==> config.mk <==
export PLATFORM = sky130hd
export DESIGN_NAME = adc_serial_ctrl
export DESIGN_NICKNAME = d
export VERILOG_FILES = /design/src/rtl/adc_sif_pkg.sv /design/src/rtl/adc_sif_sync.sv /design/src/rtl/adc_sif_timer.sv /design/src/rtl/adc_sif_shifter.sv /design/src/rtl/adc_serial_ctrl.sv
export SDC_FILE = /design/constraint.sdc
export NUM_CORES = 1
export LEC_CHECK = 0
export BUFFER_PORTS_ARGS = -buffer_cell sky130_fd_sc_hd__buf_4
export CAP_MARGIN = 20
export CORE_ASPECT_RATIO = 1.25
export CORE_UTILIZATION = 36
export DETAILED_ROUTE_END_ITERATION = 10
export MAX_ROUTING_LAYER = met4
export SLEW_MARGIN = 20
export SYNTH_ARGS = -nofsm -noshare
export SYNTH_HDL_FRONTEND = slang
export SYNTH_SLANG_ARGS = --single-unit
==> constraint.sdc <==
create_clock -name clk -period 1.8 [get_ports clk]
set_clock_uncertainty 0.05 [all_clocks]
set_input_delay 0.27 -clock clk [delete_from_list [all_inputs] [get_ports clk]]
set_output_delay 0.27 -clock clk [all_outputs]
set_load 0.02 [all_outputs]
==> src/rtl/adc_sif_pkg.sv <==
package adc_sif_pkg;
  typedef enum logic [1:0] {
    ST_CONV  = 2'd0,
    ST_SLEEP = 2'd1,
    ST_DOUT  = 2'd2
  } sif_state_e;
endpackage

==> src/rtl/adc_sif_sync.sv <==
module adc_sif_sync #(
  parameter int WIDTH = 2,
  parameter logic [WIDTH-1:0] RST_VAL = '0
) (
  input  logic             clk,
  input  logic             rst_n,
  input  logic [WIDTH-1:0] d_i,
  output logic [WIDTH-1:0] q_o
);
  for (genvar g = 0; g < WIDTH; g++) begin : g_bit
    logic meta_q, stab_q;
    always_ff @(posedge clk or negedge rst_n) begin
      if (!rst_n) begin
        meta_q <= RST_VAL[g];
        stab_q <= RST_VAL[g];
      end else begin
        meta_q <= d_i[g];
        stab_q <= meta_q;
      end
    end
    assign q_o[g] = stab_q;
  end
endmodule

==> src/rtl/adc_sif_timer.sv <==
module adc_sif_timer #(
  parameter int CONV_CYCLES = 2000
) (
  input  logic clk,
  input  logic rst_n,
  input  logic launch_i,
  output logic busy_o,
  output logic done_o
);
  localparam int CNT_W = $clog2(CONV_CYCLES + 1);

  logic [CNT_W-1:0] cnt_q;
  logic             busy_q;

  assign done_o = busy_q && (cnt_q == '0);
  assign busy_o = busy_q;

  always_ff @(posedge clk or negedge rst_n) begin
    if (!rst_n) begin
      cnt_q  <= '0;
      busy_q <= 1'b0;
    end else if (launch_i) begin
      cnt_q  <= CNT_W'(CONV_CYCLES - 1);
      busy_q <= 1'b1;
    end else if (done_o) begin
      busy_q <= 1'b0;
    end else if (busy_q) begin
      cnt_q <= cnt_q - 1'b1;
    end
  end
endmodule

==> src/rtl/adc_sif_shifter.sv <==
module adc_sif_shifter #(
  parameter int RES_W = 20
) (
  input  logic             clk,
  input  logic             rst_n,
  input  logic             load_i,
  input  logic [RES_W-1:0] load_data_i,
  input  logic             shift_i,
  output logic             bit_o,
  output logic [RES_W-1:0] hold_o
);
  logic [RES_W-1:0] sh_q;
  logic             bit_q;

  always_ff @(posedge clk or negedge rst_n) begin
    if (!rst_n) begin
      sh_q  <= '0;
      bit_q <= 1'b0;
    end else if (load_i) begin
      sh_q  <= load_data_i;
      bit_q <= 1'b0;
    end else if (shift_i) begin
      bit_q <= sh_q[RES_W-1];
      sh_q  <= {sh_q[RES_W-2:0], 1'b0};
    end
  end

  assign bit_o  = bit_q;
  assign hold_o = sh_q;
endmodule

==> src/rtl/adc_serial_ctrl.sv <==
module adc_serial_ctrl
  import adc_sif_pkg::*;
#(
  parameter int RES_W       = 20,
  parameter int CONV_CYCLES = 2000
) (
  input  logic             clk,
  input  logic             rst_n,
  input  logic             cs_n_i,
  input  logic             sck_i,
  input  logic [RES_W-1:0] result_i,
  output logic             sdo_o,
  output logic             sdo_oe_o,
  output logic             start_conv_o,
  output logic             ext_mode_o
);
  localparam int RC_W = $clog2(RES_W + 1);

  logic [1:0] syncd;
  logic       cs_s, sck_s, cs_d, sck_d;
  logic       cs_fall, cs_rise, sck_rise, sck_fall;

  adc_sif_sync #(.WIDTH(2), .RST_VAL(2'b10)) u_sync (
    .clk   (clk),
    .rst_n (rst_n),
    .d_i   ({cs_n_i, sck_i}),
    .q_o   (syncd)
  );
  assign cs_s  = syncd[1];
  assign sck_s = syncd[0];

  always_ff @(posedge clk or negedge rst_n) begin
    if (!rst_n) begin
      cs_d  <= 1'b1;
      sck_d <= 1'b0;
    end else begin
      cs_d  <= cs_s;
      sck_d <= sck_s;
    end
  end

  assign cs_fall  =  cs_d  & ~cs_s;
  assign cs_rise  = ~cs_d  &  cs_s;
  assign sck_rise = ~sck_d &  sck_s;
  assign sck_fall =  sck_d & ~sck_s;

  sif_state_e      state_q, state_d;
  logic [RC_W-1:0] rise_q, rise_d;
  logic            init_q, ext_mode_q, launch;
  logic            conv_busy, conv_done;
  logic            out_bit, shift_en;
  logic [RES_W-1:0] hold_word;
  logic            sdo_q, oe_q, start_q;

  adc_sif_timer #(.CONV_CYCLES(CONV_CYCLES)) u_timer (
    .clk      (clk),
    .rst_n    (rst_n),
    .launch_i (launch),
    .busy_o   (conv_busy),
    .done_o   (conv_done)
  );

  assign shift_en = (state_q == ST_DOUT) && sck_fall;

  adc_sif_shifter #(.RES_W(RES_W)) u_shift (
    .clk         (clk),
    .rst_n       (rst_n),
    .load_i      (conv_done),
    .load_data_i (result_i),
    .shift_i     (shift_en),
    .bit_o       (out_bit),
    .hold_o      (hold_word)
  );

  always_comb begin
    state_d = state_q;
    rise_d  = rise_q;
    launch  = init_q;
    unique case (state_q)
      ST_CONV: begin
        if (conv_done) state_d = ST_SLEEP;
      end
      ST_SLEEP: begin
        if (!cs_s && sck_rise && ext_mode_q) begin
          state_d = ST_DOUT;
          rise_d  = '0;
        end
      end
      ST_DOUT: begin
        if (cs_rise) begin
          launch  = 1'b1;
          state_d = ST_CONV;
        end else if (sck_rise) begin
          if (rise_q == RC_W'(RES_W - 1)) begin
            launch  = 1'b1;
            state_d = ST_CONV;
          end else begin
            rise_d = rise_q + 1'b1;
          end
        end
      end
      default: state_d = ST_CONV;
    endcase
  end

  always_ff @(posedge clk or negedge rst_n) begin
    if (!rst_n) begin
      state_q    <= ST_CONV;
      rise_q     <= '0;
      init_q     <= 1'b1;
      ext_mode_q <= 1'b1;
      sdo_q      <= 1'b1;
      oe_q       <= 1'b0;
      start_q    <= 1'b0;
    end else begin
      state_q <= state_d;
      rise_q  <= rise_d;
      init_q  <= 1'b0;
      start_q <= launch;
      oe_q    <= ~cs_s;
      if (cs_fall) ext_mode_q <= ~sck_s;
      unique case (state_q)
        ST_SLEEP: sdo_q <= 1'b0;
        ST_DOUT:  sdo_q <= out_bit;
        default:  sdo_q <= 1'b1;
      endcase
    end
  end

  assign sdo_o        = sdo_q;
  assign sdo_oe_o     = oe_q;
  assign start_conv_o = start_q;
  assign ext_mode_o   = ext_mode_q;
endmodule

==> impl_metrics.tcl <==
set metrics [dict create \
    synth.distinct_cells 40 \
    cap_violations 0 \
    post-route-util 0.5260 \
    cp-startpoint "u_timer.cnt_q[6]" \
    first_iter_violations 76 \
    tightest_slew_ps 625.1 \
    num_rows 32 \
    whs_ps 27.94 \
    yosysTopAreaCellShare 0.4865 \
    synth_edf_count 0 \
    synth_common_cells "45 x dfrtp_1, 24 x mux2i_1, 23 x nor2_1" \
    grt_pass1_vias 1698 \
    endpoint_kind "flop" \
    track_usage 0.1524 \
    die_w_um 73.72 \
    netlist_area_sq_um 2315 \
    r2r_start "u_timer.cnt_q[6]" \
    critical_path_peak_fanout 3 \
    antenna_found_initial 0 \
    r2r_end "u_timer.cnt_q[0]" \
    wl_per_cell_um 12.95 \
    cts_root_buffer "clkbuf_8" \
    drive_gt1_frac 0.4245 \
    dr_wl_met3_um 102 \
    rsz0062_at_grt "true" \
    yosys_register_bits 51 \
    wirelength_um 4702 \
    cp.required_ps 1950 \
    met2_wirelength_um 2413 \
    dr.max_layer_used "met4" \
    violations "setup timing" \
    core_area_sq_um 6206 \
    final_nets 304 \
    synth_area_leaders "dfrtp_1 49%, mux2i_1 10%, dfstp_2 6.8%" \
    clk_pin_slew_ps 90 \
    vias_per_cell 4.871 \
    met1_length_um 2123 \
    die_y_um 91.65 \
    critPathArrivalTime_ps 2010 \
    final.min_clock_period_ps 1856 \
    critical_path_class "flop to flop" \
    cts_buffers 5 \
    r2r_slack_ps -60 \
    dpl.hpwl_um 3019 \
    power.density_nw_per_um2 668.6 \
    vdd_drop_max_uv 425.9 \
    dr.pass1.iters 4 \
    vias 1768 \
    yosysMostFrequentCell "dfrtp_1" \
    period_share 1.031 \
    avgSynthCellArea_sq_um 10.97 \
    yosys_warnings 0 \
    cts_tree "done" \
    ant_nets 0 \
    place_ws_ps -133.3 \
    start_util 0.3730 \
    synth-main-ff-cell "dfrtp_1" \
    r2r_cells 5 \
    status "finished, violations left" \
    yosys.area.top_type "dfrtp_1" \
    power_leakage_nw 1.379 \
    ys_seq_area_frac 0.5546 \
    die_area_sq_um 6756 \
    drc 0 \
    hold_viol_final 0 \
    fmax_mhz 538.8 \
    syn_to_final_growth_pct 41.03 \
    syn_nets 238 \
    async_flop_share 1.000 \
    drv_slew 0 \
    clock_path_buffers 2 \
    grt_pass1_wl_um 7672 \
    ioPinCount 28 \
    holdPathStages 1 \
    final_cells 363 \
    hold_path_class "primary input to flop" \
    fin_ws_ps -55.88 \
    slew-limit-headroom 0.5833 \
    cts.sinks 51 \
    cp-endpoint "u_timer.cnt_q[0]" \
    insertion_delay_ps 300 \
    synthCells 211 \
    setup_viol 2 \
    tns_ps -109.3 \
    io_buffers 27 \
    finalWeightedCongestion 0.7803 \
    htreeDepth 2 \
    crit_path_start_kind "flop" \
    placed_cells 344 \
    grt_overflow 0 \
    grt_max_degree 52 \
    diodes 0 \
]
==> cell families after synthesis <==
| family | Yosys count | synth area share |
|---|---|---|
| AO/OA/AOI/OAI | 37 | 0.1027 |
| XOR/XNOR | 6 | 0.02270 |
| adder cells (fa/ha/maj) | 3 | 0.01622 |
| buffers and inverters | 15 | 0.02541 |
| flip-flops | 51 | 0.5546 |
| multiplexers | 26 | 0.1135 |
| other | 1 | 0.001620 |
| AND/OR/NAND/NOR | 72 | 0.1632 |
==> how the worst min path moves through the flow <==
| stage | end | slack [ps] | startpoint |
|---|---|---|---|
| after CTS | u_sync.g_bit[1].meta_q | 20 | cs_n_i |
| final | u_sync.g_bit[1].meta_q | 30 | cs_n_i |
| after global routing | u_sync.g_bit[1].meta_q | 20 | cs_n_i |
| after global placement | u_shift.hold_o[11] | 290 | rst_n |
| after floorplan | rise_q[0] | -80 | rst_n |
| after detailed placement | u_shift.hold_o[11] | 290 | rst_n |
==> sequential cells by signal, summed over array words and instances (netlist names), 2 cells and up <==
signal               count
u_shift.hold_o          20
rise_q                   5
u_timer.cnt_q           11
u_sync.g_bit.meta_q      2
u_sync.g_bit.stab_q      2
state_q                  2
==> cell usage in the layout, fill, tap and decap left out, drive strengths merged, types with 3 or more instances in the layout <==
cell,netlist,routed
inv,8,8
ha,3,3
mux2i,24,24
nand3,3,3
o21ai,5,5
nand2b,4,4
dfstp,6,6
dfrtp,45,45
nand2,18,18
nor3,3,3
nor2,23,23
clkbuf,5,8
buf,2,64
xnor2,6,6
nor2b,3,3
a21oi,21,21
==> power by group <==
group,switching (mW),total [mW],internal [mW]
clock network,0.368,0.785,0.417
logic,0.0867,0.183,0.0959
registers,0.0236,1.22,1.19
total,0.478,2.18,1.70
==> through the flow <==
step	cell area, sq um	power (mW)
after detailed placement	2831	1.406
final	3264	2.183
after global routing	3264	2.276
after global placement	2831	1.401
after floorplan	2323	1.298
after CTS	3060	2.195
==> worst max-delay path, stage by stage (launching register included) <==
cell,delay (ps)
dfrtp_1,380
or4_4,570
o41ai_4,430
buf_4,190
xnor2_2,100
nand2_1,60
==> area by class of cell <==
class                   instances  area [sq um]
clock buffers                   7         76.32
clock inverters                 1         30.03
fillers                       557          2942
inverters                       8         30.03
multi-input cells             145          1162
flip-flops and latches         51          1284
well taps                      85         106.4
repair buffers                 66         575.6
==> per-layer routing <==
metal / vias to the layer above / GRT usage
li1: 867 / -
met1: 876 / 0.2007
met2: 18 / 0.2317
met3: 7 / 0.03077
met4: 0 / 0.05609
met5: - / -
==> timing repair <==
item | CTS | global route
hold endpoints to repair | 45 | 0
endpoints found under the setup margin | 27 | 31
pin swaps | 9 | 5
resized for setup | 15 | 43
gates cloned | 2 | 1
setup buffers | 4 | 3
hold buffers | 1 | 0
(Power assumes the default switching activity.)
